### config.mk
export PLATFORM = sky130hd
export DESIGN_NAME = serial_eeprom_slave
export DESIGN_NICKNAME = d
export VERILOG_FILES = /design/src/rtl/seep_pkg.sv /design/src/rtl/seep_ctrl.sv /design/src/rtl/seep_dpath.sv /design/src/rtl/serial_eeprom_slave.sv
export SDC_FILE = /design/constraint.sdc
export NUM_CORES = 2
export LEC_CHECK = 0
export BUFFER_PORTS_ARGS = -buffer_cell sky130_fd_sc_hd__buf_2
export CAP_MARGIN = 10
export CORE_ASPECT_RATIO = 1.1
export CORE_UTILIZATION = 56
export DETAILED_ROUTE_END_ITERATION = 8
export PLACE_DENSITY = 0.71
export SYNTH_ARGS = -nofsm -noshare
export SYNTH_HDL_FRONTEND = slang
export SYNTH_SLANG_ARGS = --single-unit
### constraint.sdc
create_clock -name clk -period 3.8 [get_ports clk]
set_input_delay 0.38 -clock clk [delete_from_list [all_inputs] [get_ports clk]]
set_output_delay 0.38 -clock clk [all_outputs]
set_load 0.01 [all_outputs]
### src/rtl/seep_pkg.sv
package seep_pkg;

  typedef enum logic [2:0] {
    ST_IDLE,
    ST_DEV,
    ST_WORD,
    ST_WDATA,
    ST_RDATA
  } busState_t;

  typedef struct packed {
    logic shiftRx;
    logic captureDev;
    logic loadWordAddr;
    logic writeByte;
    logic loadTx;
    logic shiftTx;
    logic startTimer;
  } dpStrobe_t;

endpackage

### src/rtl/seep_ctrl.sv
module seep_ctrl
  import seep_pkg::*;
(
  input  logic      clk,
  input  logic      rstN,
  input  logic      sclIn,
  input  logic      sdaIn,
  input  logic      writeProtect,
  input  logic      addrMatch,
  input  logic      devRead,
  input  logic      txBit,
  output logic      sampleBit,
  output dpStrobe_t stb,
  output logic      sdaDriveLow
);

  logic [2:0] sclPipe, sdaPipe;
  logic sclNow, sclOld, sdaNow, sdaOld;
  logic startEv, stopEv, riseEv, fallEv;

  busState_t state;
  logic [3:0] bitCnt;
  logic ackDrive, txActive, masterAck, dataSeen;

  always_ff @(posedge clk or negedge rstN) begin
    if (!rstN) begin
      sclPipe <= '1;
      sdaPipe <= '1;
    end else begin
      sclPipe <= {sclPipe[1:0], sclIn};
      sdaPipe <= {sdaPipe[1:0], sdaIn};
    end
  end

  assign sclNow  = sclPipe[1];
  assign sclOld  = sclPipe[2];
  assign sdaNow  = sdaPipe[1];
  assign sdaOld  = sdaPipe[2];
  assign startEv = sclNow & sclOld & sdaOld & ~sdaNow;
  assign stopEv  = sclNow & sclOld & ~sdaOld & sdaNow;
  assign riseEv  = sclNow & ~sclOld;
  assign fallEv  = ~sclNow & sclOld;
  assign sampleBit = sdaNow;

  always_comb begin
    stb = '0;
    if (stopEv && dataSeen) stb.startTimer = 1'b1;
    if (!startEv && !stopEv && state != ST_IDLE) begin
      if (riseEv && bitCnt < 4'd8 && state != ST_RDATA) stb.shiftRx = 1'b1;
      if (fallEv) begin
        if (bitCnt >= 4'd1 && bitCnt <= 4'd7 && state == ST_RDATA) stb.shiftTx = 1'b1;
        if (bitCnt == 4'd8) begin
          stb.captureDev   = (state == ST_DEV);
          stb.loadWordAddr = (state == ST_WORD);
          stb.writeByte    = (state == ST_WDATA) && !writeProtect;
        end
        if (bitCnt == 4'd9)
          stb.loadTx = (state == ST_DEV && devRead) || (state == ST_RDATA && masterAck);
      end
    end
  end

  always_ff @(posedge clk or negedge rstN) begin
    if (!rstN) begin
      state     <= ST_IDLE;
      bitCnt    <= '0;
      ackDrive  <= 1'b0;
      txActive  <= 1'b0;
      masterAck <= 1'b0;
      dataSeen  <= 1'b0;
    end else if (startEv) begin
      state    <= ST_DEV;
      bitCnt   <= '0;
      ackDrive <= 1'b0;
      txActive <= 1'b0;
    end else if (stopEv) begin
      state    <= ST_IDLE;
      bitCnt   <= '0;
      ackDrive <= 1'b0;
      txActive <= 1'b0;
      dataSeen <= 1'b0;
    end else if (state != ST_IDLE) begin
      if (riseEv && bitCnt < 4'd9) begin
        if (bitCnt == 4'd8) masterAck <= ~sdaNow;
        bitCnt <= bitCnt + 4'd1;
      end
      if (fallEv && bitCnt == 4'd8) begin
        case (state)
          ST_DEV:   if (addrMatch) ackDrive <= 1'b1; else state <= ST_IDLE;
          ST_WORD:  ackDrive <= 1'b1;
          ST_WDATA: begin
            ackDrive <= 1'b1;
            if (!writeProtect) dataSeen <= 1'b1;
          end
          default:  txActive <= 1'b0;
        endcase
      end
      if (fallEv && bitCnt == 4'd9) begin
        bitCnt   <= '0;
        ackDrive <= 1'b0;
        case (state)
          ST_DEV: begin
            if (devRead) begin
              state    <= ST_RDATA;
              txActive <= 1'b1;
            end else begin
              state <= ST_WORD;
            end
          end
          ST_WORD: state <= ST_WDATA;
          ST_RDATA: begin
            if (masterAck) txActive <= 1'b1;
            else begin
              txActive <= 1'b0;
              state    <= ST_IDLE;
            end
          end
          default: ;
        endcase
      end
    end
  end

  assign sdaDriveLow = ackDrive | (txActive & ~txBit);

endmodule

### src/rtl/seep_dpath.sv
module seep_dpath
  import seep_pkg::*;
#(
  parameter int MEM_BYTES    = 256,
  parameter int ADDR_W       = 8,
  parameter int PAGE_W       = 3,
  parameter int HI_BITS      = 0,
  parameter int WRITE_CYCLES = 2000
) (
  input  logic       clk,
  input  logic       rstN,
  input  dpStrobe_t  stb,
  input  logic       sampleBit,
  input  logic [2:0] pinAddr,
  output logic       addrMatch,
  output logic       devRead,
  output logic       txBit,
  output logic       writeBusy
);

  localparam int TW = $clog2(WRITE_CYCLES + 1);
  localparam logic [2:0] PIN_MASK = 3'(3'b111 << HI_BITS);

  logic [7:0]        rxByte, txByte;
  logic [ADDR_W-1:0] addrCnt, wordAddr;
  logic [PAGE_W-1:0] pageNext;
  logic [TW-1:0]     timer;
  logic [7:0]        mem [MEM_BYTES];

  generate
    if (HI_BITS > 0) begin : g_upper
      logic [HI_BITS-1:0] upperReg;
      always_ff @(posedge clk or negedge rstN) begin
        if (!rstN) upperReg <= '0;
        else if (stb.captureDev) upperReg <= rxByte[HI_BITS:1];
      end
      assign wordAddr = {upperReg, rxByte};
    end else begin : g_flat
      assign wordAddr = rxByte[ADDR_W-1:0];
    end
  endgenerate

  assign pageNext  = addrCnt[PAGE_W-1:0] + PAGE_W'(1);
  assign writeBusy = (timer != '0);
  assign addrMatch = (rxByte[7:4] == 4'b1010)
                   && (((rxByte[3:1] ^ pinAddr) & PIN_MASK) == 3'b000)
                   && !writeBusy;
  assign txBit = txByte[7];

  always_ff @(posedge clk or negedge rstN) begin
    if (!rstN) begin
      rxByte  <= '0;
      txByte  <= '1;
      addrCnt <= '0;
      devRead <= 1'b0;
      timer   <= '0;
    end else begin
      if (stb.shiftRx)    rxByte  <= {rxByte[6:0], sampleBit};
      if (stb.captureDev) devRead <= rxByte[0];
      if (stb.loadWordAddr) addrCnt <= wordAddr;
      if (stb.writeByte)
        addrCnt <= {addrCnt[ADDR_W-1:PAGE_W], pageNext};
      if (stb.loadTx) begin
        txByte  <= mem[addrCnt];
        addrCnt <= addrCnt + ADDR_W'(1);
      end else if (stb.shiftTx) begin
        txByte <= {txByte[6:0], 1'b1};
      end
      if (stb.startTimer)  timer <= TW'(WRITE_CYCLES);
      else if (writeBusy)  timer <= timer - TW'(1);
    end
  end

  always_ff @(posedge clk or negedge rstN) begin
    if (!rstN) begin
      for (int i = 0; i < MEM_BYTES; i++) mem[i] <= '0;
    end else if (stb.writeByte) begin
      mem[addrCnt] <= rxByte;
    end
  end

endmodule

### src/rtl/serial_eeprom_slave.sv
module serial_eeprom_slave
  import seep_pkg::*;
#(
  parameter int DENSITY_KBIT = 2,
  parameter int WRITE_CYCLES = 2000
) (
  input  logic       clk,
  input  logic       rstN,
  input  logic       sclIn,
  input  logic       sdaIn,
  output logic       sdaDriveLow,
  input  logic       writeProtect,
  input  logic [2:0] pinAddr
);

  localparam int MEM_BYTES  = DENSITY_KBIT * 128;
  localparam int ADDR_W     = $clog2(MEM_BYTES);
  localparam int PAGE_BYTES = (DENSITY_KBIT <= 2) ? 8 : 16;
  localparam int PAGE_W     = $clog2(PAGE_BYTES);
  localparam int HI_BITS    = (ADDR_W > 8) ? ADDR_W - 8 : 0;

  dpStrobe_t stb;
  logic sampleBit, addrMatch, devRead, txBit, writeBusy;

  seep_ctrl ctrl_i (
    .clk(clk), .rstN(rstN), .sclIn(sclIn), .sdaIn(sdaIn),
    .writeProtect(writeProtect), .addrMatch(addrMatch), .devRead(devRead),
    .txBit(txBit), .sampleBit(sampleBit), .stb(stb), .sdaDriveLow(sdaDriveLow)
  );

  seep_dpath #(
    .MEM_BYTES(MEM_BYTES), .ADDR_W(ADDR_W), .PAGE_W(PAGE_W),
    .HI_BITS(HI_BITS), .WRITE_CYCLES(WRITE_CYCLES)
  ) dpath_i (
    .clk(clk), .rstN(rstN), .stb(stb), .sampleBit(sampleBit),
    .pinAddr(pinAddr), .addrMatch(addrMatch), .devRead(devRead),
    .txBit(txBit), .writeBusy(writeBusy)
  );

endmodule

=== Word-level counts from Yosys, hierarchy flattened ===
Index checks and enable logic that the tools add are counted.

* Input bits: 8
* Register bits: 2101

* Multiplexer cells: 56
* $lt $le $gt $ge: 6
* Add/subtract/negate cells: 4
* Equal/unequal tests: 11
* Bitwise operators: 18
* Reductions and logical operators: 42

{| class="wikitable"
|+ Operator list
! cell !! count
|-
| $bwmux W2048 || 1
|-
| $bmux W8 S8 || 1
|-
| $demux W8 S8 || 1
|-
| $mux W8 || 8
|-
| $mux W3 || 10
|-
| $mux W1 || 23
|-
| $mux W11 || 2
|-
| $mux W4 || 5
|-
| $logic_and A1 B1 Y1 || 16
|-
| $eq A4 B4 Y1 const B || 3
|-
| $reduce_bool A2 Y1 || 6
|-
| $reduce_bool A11 Y1 || 1
|-
| $sub A11 B1 Y11 const B || 1
|-
| $reduce_and A5 Y1 || 2
|-
| $ge A9 B9 Y1 const B || 1
|-
| $lt A9 B1 Y1 const B || 1
|-
| $not A8 Y9 || 1
|-
| $pmux W3 S3 || 1
|-
| $reduce_bool A3 Y1 || 3
|-
| $add A8 B1 Y8 const B || 1
|-
| $and A1 B1 Y1 || 8
|-
| $lt A4 B4 Y1 const B || 2
|-
| $reduce_bool A4 Y1 || 2
|-
| $not A1 Y1 || 7
|-
| other kinds (24) || 30
|}

=== Depth between registers and ports, before layout ===
* Depth in word-level cells: 13
* Gate-level depth with buffers: 14
* Gate-level depth less buffers: 9

=== By module ===
From an unflattened synthesis, not the netlist that was laid out.

* Cell total of the unflattened synthesis: 6421
* Area, all modules: 96128.4 um^2

{| class="wikitable"
|+ By module, submodules not included
! module !! sequential area each (um^2) !! times used !! area each (um^2) !! cells an instance
|-
| seep_dpath || 52160.0 || 1 || 95138.7 || 6323
|-
| seep_ctrl || 432.9 || 1 || 989.7 || 98
|}

=== Worst setup path after synthesis ===
No wires, ideal clock.

* Path kind: register to register
* From: register dpath_i.addrCnt[0]
* To: register dpath_i.mem[552] (netlist bit)
* Path slack: 0.778 ns
* Data arrival time: 2.897 ns
* Cell stages (with the launch flop): 15
* Library setup time: 0.125 ns
* Buffers on the path: 9
* Data required time: 3.675 ns
* Cells stage by stage: dfrtp_1 -> buf_6 -> buf_6 -> buf_6 -> buf_6 -> buf_6 -> buf_6 -> buf_4 -> inv_1 -> ha_1 -> and3_1 -> buf_4 -> buf_4 -> nand2_2 -> mux2_2

* Word-level cells in the longest chain between the ends: 6

{| class="wikitable"
|+ Ends and longest elaborated chain
! item !! RTL line !! source
|-
| start, declared || seep_dpath.sv:25 || <nowiki>logic [ADDR_W-1:0] addrCnt, wordAddr;</nowiki>
|-
| start signal, assigned || seep_dpath.sv:60 || <nowiki>if (stb.loadWordAddr) addrCnt <= wordAddr;</nowiki>
|-
| start signal, assigned || seep_dpath.sv:62 || <nowiki>addrCnt <= {addrCnt[ADDR_W-1:PAGE_W], pageNext};</nowiki>
|-
| start signal, assigned || seep_dpath.sv:65 || <nowiki>addrCnt <= addrCnt + ADDR_W'(1);</nowiki>
|-
| $not A8 Y9 (not written as such) * || seep_dpath.sv:78 || <nowiki>mem[addrCnt] <= rxByte;</nowiki>
|-
| $ge A9 B9 Y1 (not written as such) or $lt A9 B1 Y1 (tied branches) || seep_dpath.sv:78 ||
|-
| $logic_and A1 B1 Y1 (not written as such) || seep_dpath.sv:78 ||
|-
| $mux W8 (not written as such) || seep_dpath.sv:78 ||
|-
| $demux W8 S8 * || seep_dpath.sv:78 ||
|-
| $bwmux W2048 * || seep_dpath.sv:78 ||
|-
| end signal, assigned by index || seep_dpath.sv:78 ||
|-
| end, declared || seep_dpath.sv:28 || <nowiki>logic [7:0] mem [MEM_BYTES];</nowiki>
|}

Mark *: on every way between the ends. The rest lies on a longest branch, timed or not.
A chain may end at the register's enable or synchronous reset.

=== Worst setup path in the final report ===
* From: register dpath_i.addrCnt[0]
* To: register dpath_i.txByte[0]

* Word-level cells in the longest chain between the ends: 5

{| class="wikitable"
|+ Ends and longest elaborated chain
! item !! RTL line !! source
|-
| $not A8 Y9 (not written as such) || seep_dpath.sv:64 || <nowiki>txByte <= mem[addrCnt];</nowiki>
|-
| $bmux W8 S8 || seep_dpath.sv:64 ||
|-
| $mux W8 (not written as such) (2 in a row) || seep_dpath.sv:64 ||
|-
| $mux W8 || seep_dpath.sv:63 || <nowiki>if (stb.loadTx) begin</nowiki>
|-
| end signal, assigned || seep_dpath.sv:64 ||
|-
| end signal, assigned || seep_dpath.sv:67 || <nowiki>txByte <= {txByte[6:0], 1'b1};</nowiki>
|-
| end, declared || seep_dpath.sv:24 || <nowiki>logic [7:0] rxByte, txByte;</nowiki>
|}

Every way passes these cells. The select of a mux whose other input is x is not followed.

==> results.yml <==
sta:
  finalHoldViolations: 0
  finalSetupViolations: 0
  tightestPinTransition_ns: 1.29
  slew_viol_final: 0
  fin_crit_sh_pct: 97.1
  relSlewSlack_pct: 13.1
  worst_slack_ns: 0.109
  rsz0062_at_grt: "no"
  min_period_ns: 3.69
  max_freq_mhz: 271
  clock_skew_ns: 0.0493
synthesis:
  synth-edff-count: 0
  synthArstFlopShare_pct: 100
  syn_area_per_cell_sq_um: 15.6
  synth_area_sq_um: 97900
  syn_inst: 6275
  synth.distinct_cells: 82
  netlist.area_leader.share_pct: 53.3
  synth_area_leaders: "dfrtp_1 53%, mux2_2 23%, mux4_2 11%, nor2_8 1.6%, mux2i_1 1.5%"
  ys_seq_area_share_pct: 53.7
  yosys_warnings: 0
  ys.flop_type: "dfrtp_1"
  ys_ff_latch: 2101
  syn_nets: 6293
  netlist.top_cell.by_area: "dfrtp_1"
cells_and_area:
  regArea_sq_um: 52600
  nNetsFinal: 6376
  final_util_pct: 63.1
  fill_cells: 12600
  final_area_sq_um: 109000
  instances_no_fill: 8797
  layout_common_cells: "2072 x dfrtp_1, 2025 x mux2_2, 485 x mux4_2, 267 x buf_4, 213 x clkbuf_16"
  synthToLayoutAreaGrowth_pct: 11.6
  multi_input_area_sq_um: 43100
  layout_commonest_cell: "dfrtp_1"
  drive_gt1_share_pct: 53.4
clocking:
  numClockSinks: 2101
  cts_tree: "built"
  cts_buffer_depth: 3
  insertion_delay_ns: 0.88
  cts_buffers: 211
  htree_levels: 4
  clock-root-buffer: "clkbuf_16"
  cts_setup_buffers: 0
  clkTransAtPathRegs_ns: 0.06
run:
  maxCapViolations: 0
power:
  p_leak_nw: 54.2
  power_mw: 49.2
  power_density_nw_per_um2: 451
  vdd_ir_drop_max_mv: 0.922
worst_setup_path:
  critical_path_arrival_ns: 4.48
  startpoint_type: "flop"
  cp.required_ns: 4.59
  path_max_fanout: 19
  critPathLaunch: "dpath_i.addrCnt[0]"
  cp-end-kind: "flop"
  rr_startpoint: "dpath_i.addrCnt[0]"
  path_class: "flop to flop"
placed_design:
  dp_cells: 8409
  pre_cts_ws_ns: -0.176
  gp_congestion: 0.892
  portBuffers: 8
  dp.final_hpwl_um: 176000
  placed_area_sq_um: 102000
drt:
  postRouteAntennaNets: 0
  wl_um: 270000
  vias: 57200
  drt_iter0_markers: 4705
  first_pass_iters: 6
  viasPerCell: 6.50
  wl_per_cell_um: 30.7
  drc: 0
floorplanning:
  core-area_sq_um: 173000
  num_rows: 160
  initial_core_util_pct: 56.6
  dieArea_sq_um: 177000
  io_pins: 9
  die_w_um: 401
  die_h_um: 441
grt:
  grt_pass1_wl_um: 408000
  grt_max_degree: 195
  grt_overflow: 0
  gr-usage-all-layers_pct: 31.2
  antenna_found_initial: 8
  grt_pass1_vias: 59700
status:
  status: "complete, no violations"
min_path:
  hold_class: "input pin to asynchronous set/reset pin"
==> critical path, cell delays in order, from the launching register on <==
cell       delay, ns
dfrtp_4         0.61
buf_4           0.23
buf_12          0.22
buf_12          0.18
buf_4           0.19
mux4_2          0.52
mux2i_2         0.34
o22ai_1         0.26
nor2_1          0.26
a21oi_1         0.13
a2111oi_0       0.37
buf_4           0.19
a21oi_1         0.06
==> path summary, 6_finish.rpt <==
check | slack [ns] | depth (start not counted) | end
max reg2reg | 0.11 | 12 | dpath_i.txByte[0]
min | 0.03 | 2 | dpath_i.mem[31]
max | 0.11 | 12 | dpath_i.txByte[0]
max in group asynchronous | 2.34 | 4 | dpath_i.mem[1894]
min reg2reg | 0.36 | 0 | ctrl_i.sdaPipe[1]
min in group clk | 0.16 | 2 | ctrl_i.sdaPipe[0]
==> power breakdown <==
part           total, mW  internal (mW)  switching [mW]
Combinational       5.09          0.927            4.16
Clock               21.1           12.0            9.08
Sequential          23.0           22.5           0.515
==> cell families after synthesis <==
kind of cell	share of synthesized area (%)
AOI/OAI and AO/OA	2.35
xor gates and xnor gates	0.0894
adders and majority gates	0.128
buffers and inverters	2.45
DFF	53.7
muxes	36.6
and+or+nand+nor	4.64
==> metrics by stage <==
step                hold slack (ns)  TNS (ns)
global route                 0.0481         0
floorplan                    0.0844         0
detailed placement            0.320    -0.176
CTS                         0.00986         0
global placement              0.315    -0.268
finish                       0.0331         0
==> flip-flops by register name, summed over array words and instances, names as in the netlist, 3 cells and up <==
| name | cells |
|---|---|
| dpath_i.txByte | 8 |
| ctrl_i.sclPipe | 3 |
| dpath_i.addrCnt | 8 |
| ctrl_i.sdaPipe | 3 |
| dpath_i.timer | 11 |
| ctrl_i.state | 3 |
| dpath_i.rxByte | 8 |
| ctrl_i.bitCnt | 4 |
| dpath_i.mem | 2048 |
==> layout make-up <==
class | count | area share, %
flip-flops and latches | 2101 | 48.2
multi-input cells | 3679 | 39.4
clock buffers | 329 | 5.83
repair buffers | 353 | 3.28
well taps | 2268 | 2.60
clock inverters | 53 | 0.654
inverters | 12 | 0.0458
diodes | 2 | 0.00458
==> cells in the mapped netlist (5+ instances only) <==
cell type	n
nor2_8	80
buf_6	26
o22ai_1	22
mux2_1	42
buf_2	65
mux2_2	2025
nand2_2	85
nand3_1	43
mux2_4	8
buf_4	39
a22oi_1	104
a2111oi_0	5
buf_1	25
nand4_1	19
o2111ai_1	6
dfrtp_1	2087
a31oi_1	11
xnor2_1	6
a211oi_1	10
mux4_2	485
o211ai_1	16
nor2b_1	14
or3_1	11
buf_8	5
clkbuf_1	319
o21ai_0	41
nor2_2	48
inv_1	10
a221oi_1	8
nor2_1	71
nand3_4	8
mux2i_1	149
dfstp_2	14
nand2b_1	12
a21oi_1	57
nor3_1	16
ha_1	10
and3_1	17
a22o_1	11
nand2_1	139
nor4_1	10
==> what timing repair did <==
| action | 4_1_cts | 5_1_grt |
|---|---|---|
| setup endpoints to repair | 1 | 1 |
| gates cloned | 0 | 0 |
| hold buffers | 4 | 0 |
| resized for setup | 2 | 1 |
| endpoints found under the hold margin | 411 | 0 |
==> layer usage <==
| layer | wire (um) | GRT usage, % |
|---|---|---|
| met4 | 10700 | 11.4 |
| met3 | 18100 | 6.09 |
| met2 | 127000 | 48.9 |
| met1 | 114000 | 43.6 |
| met5 | 54 | 0 |
Power figures use the tool's default switching activity.
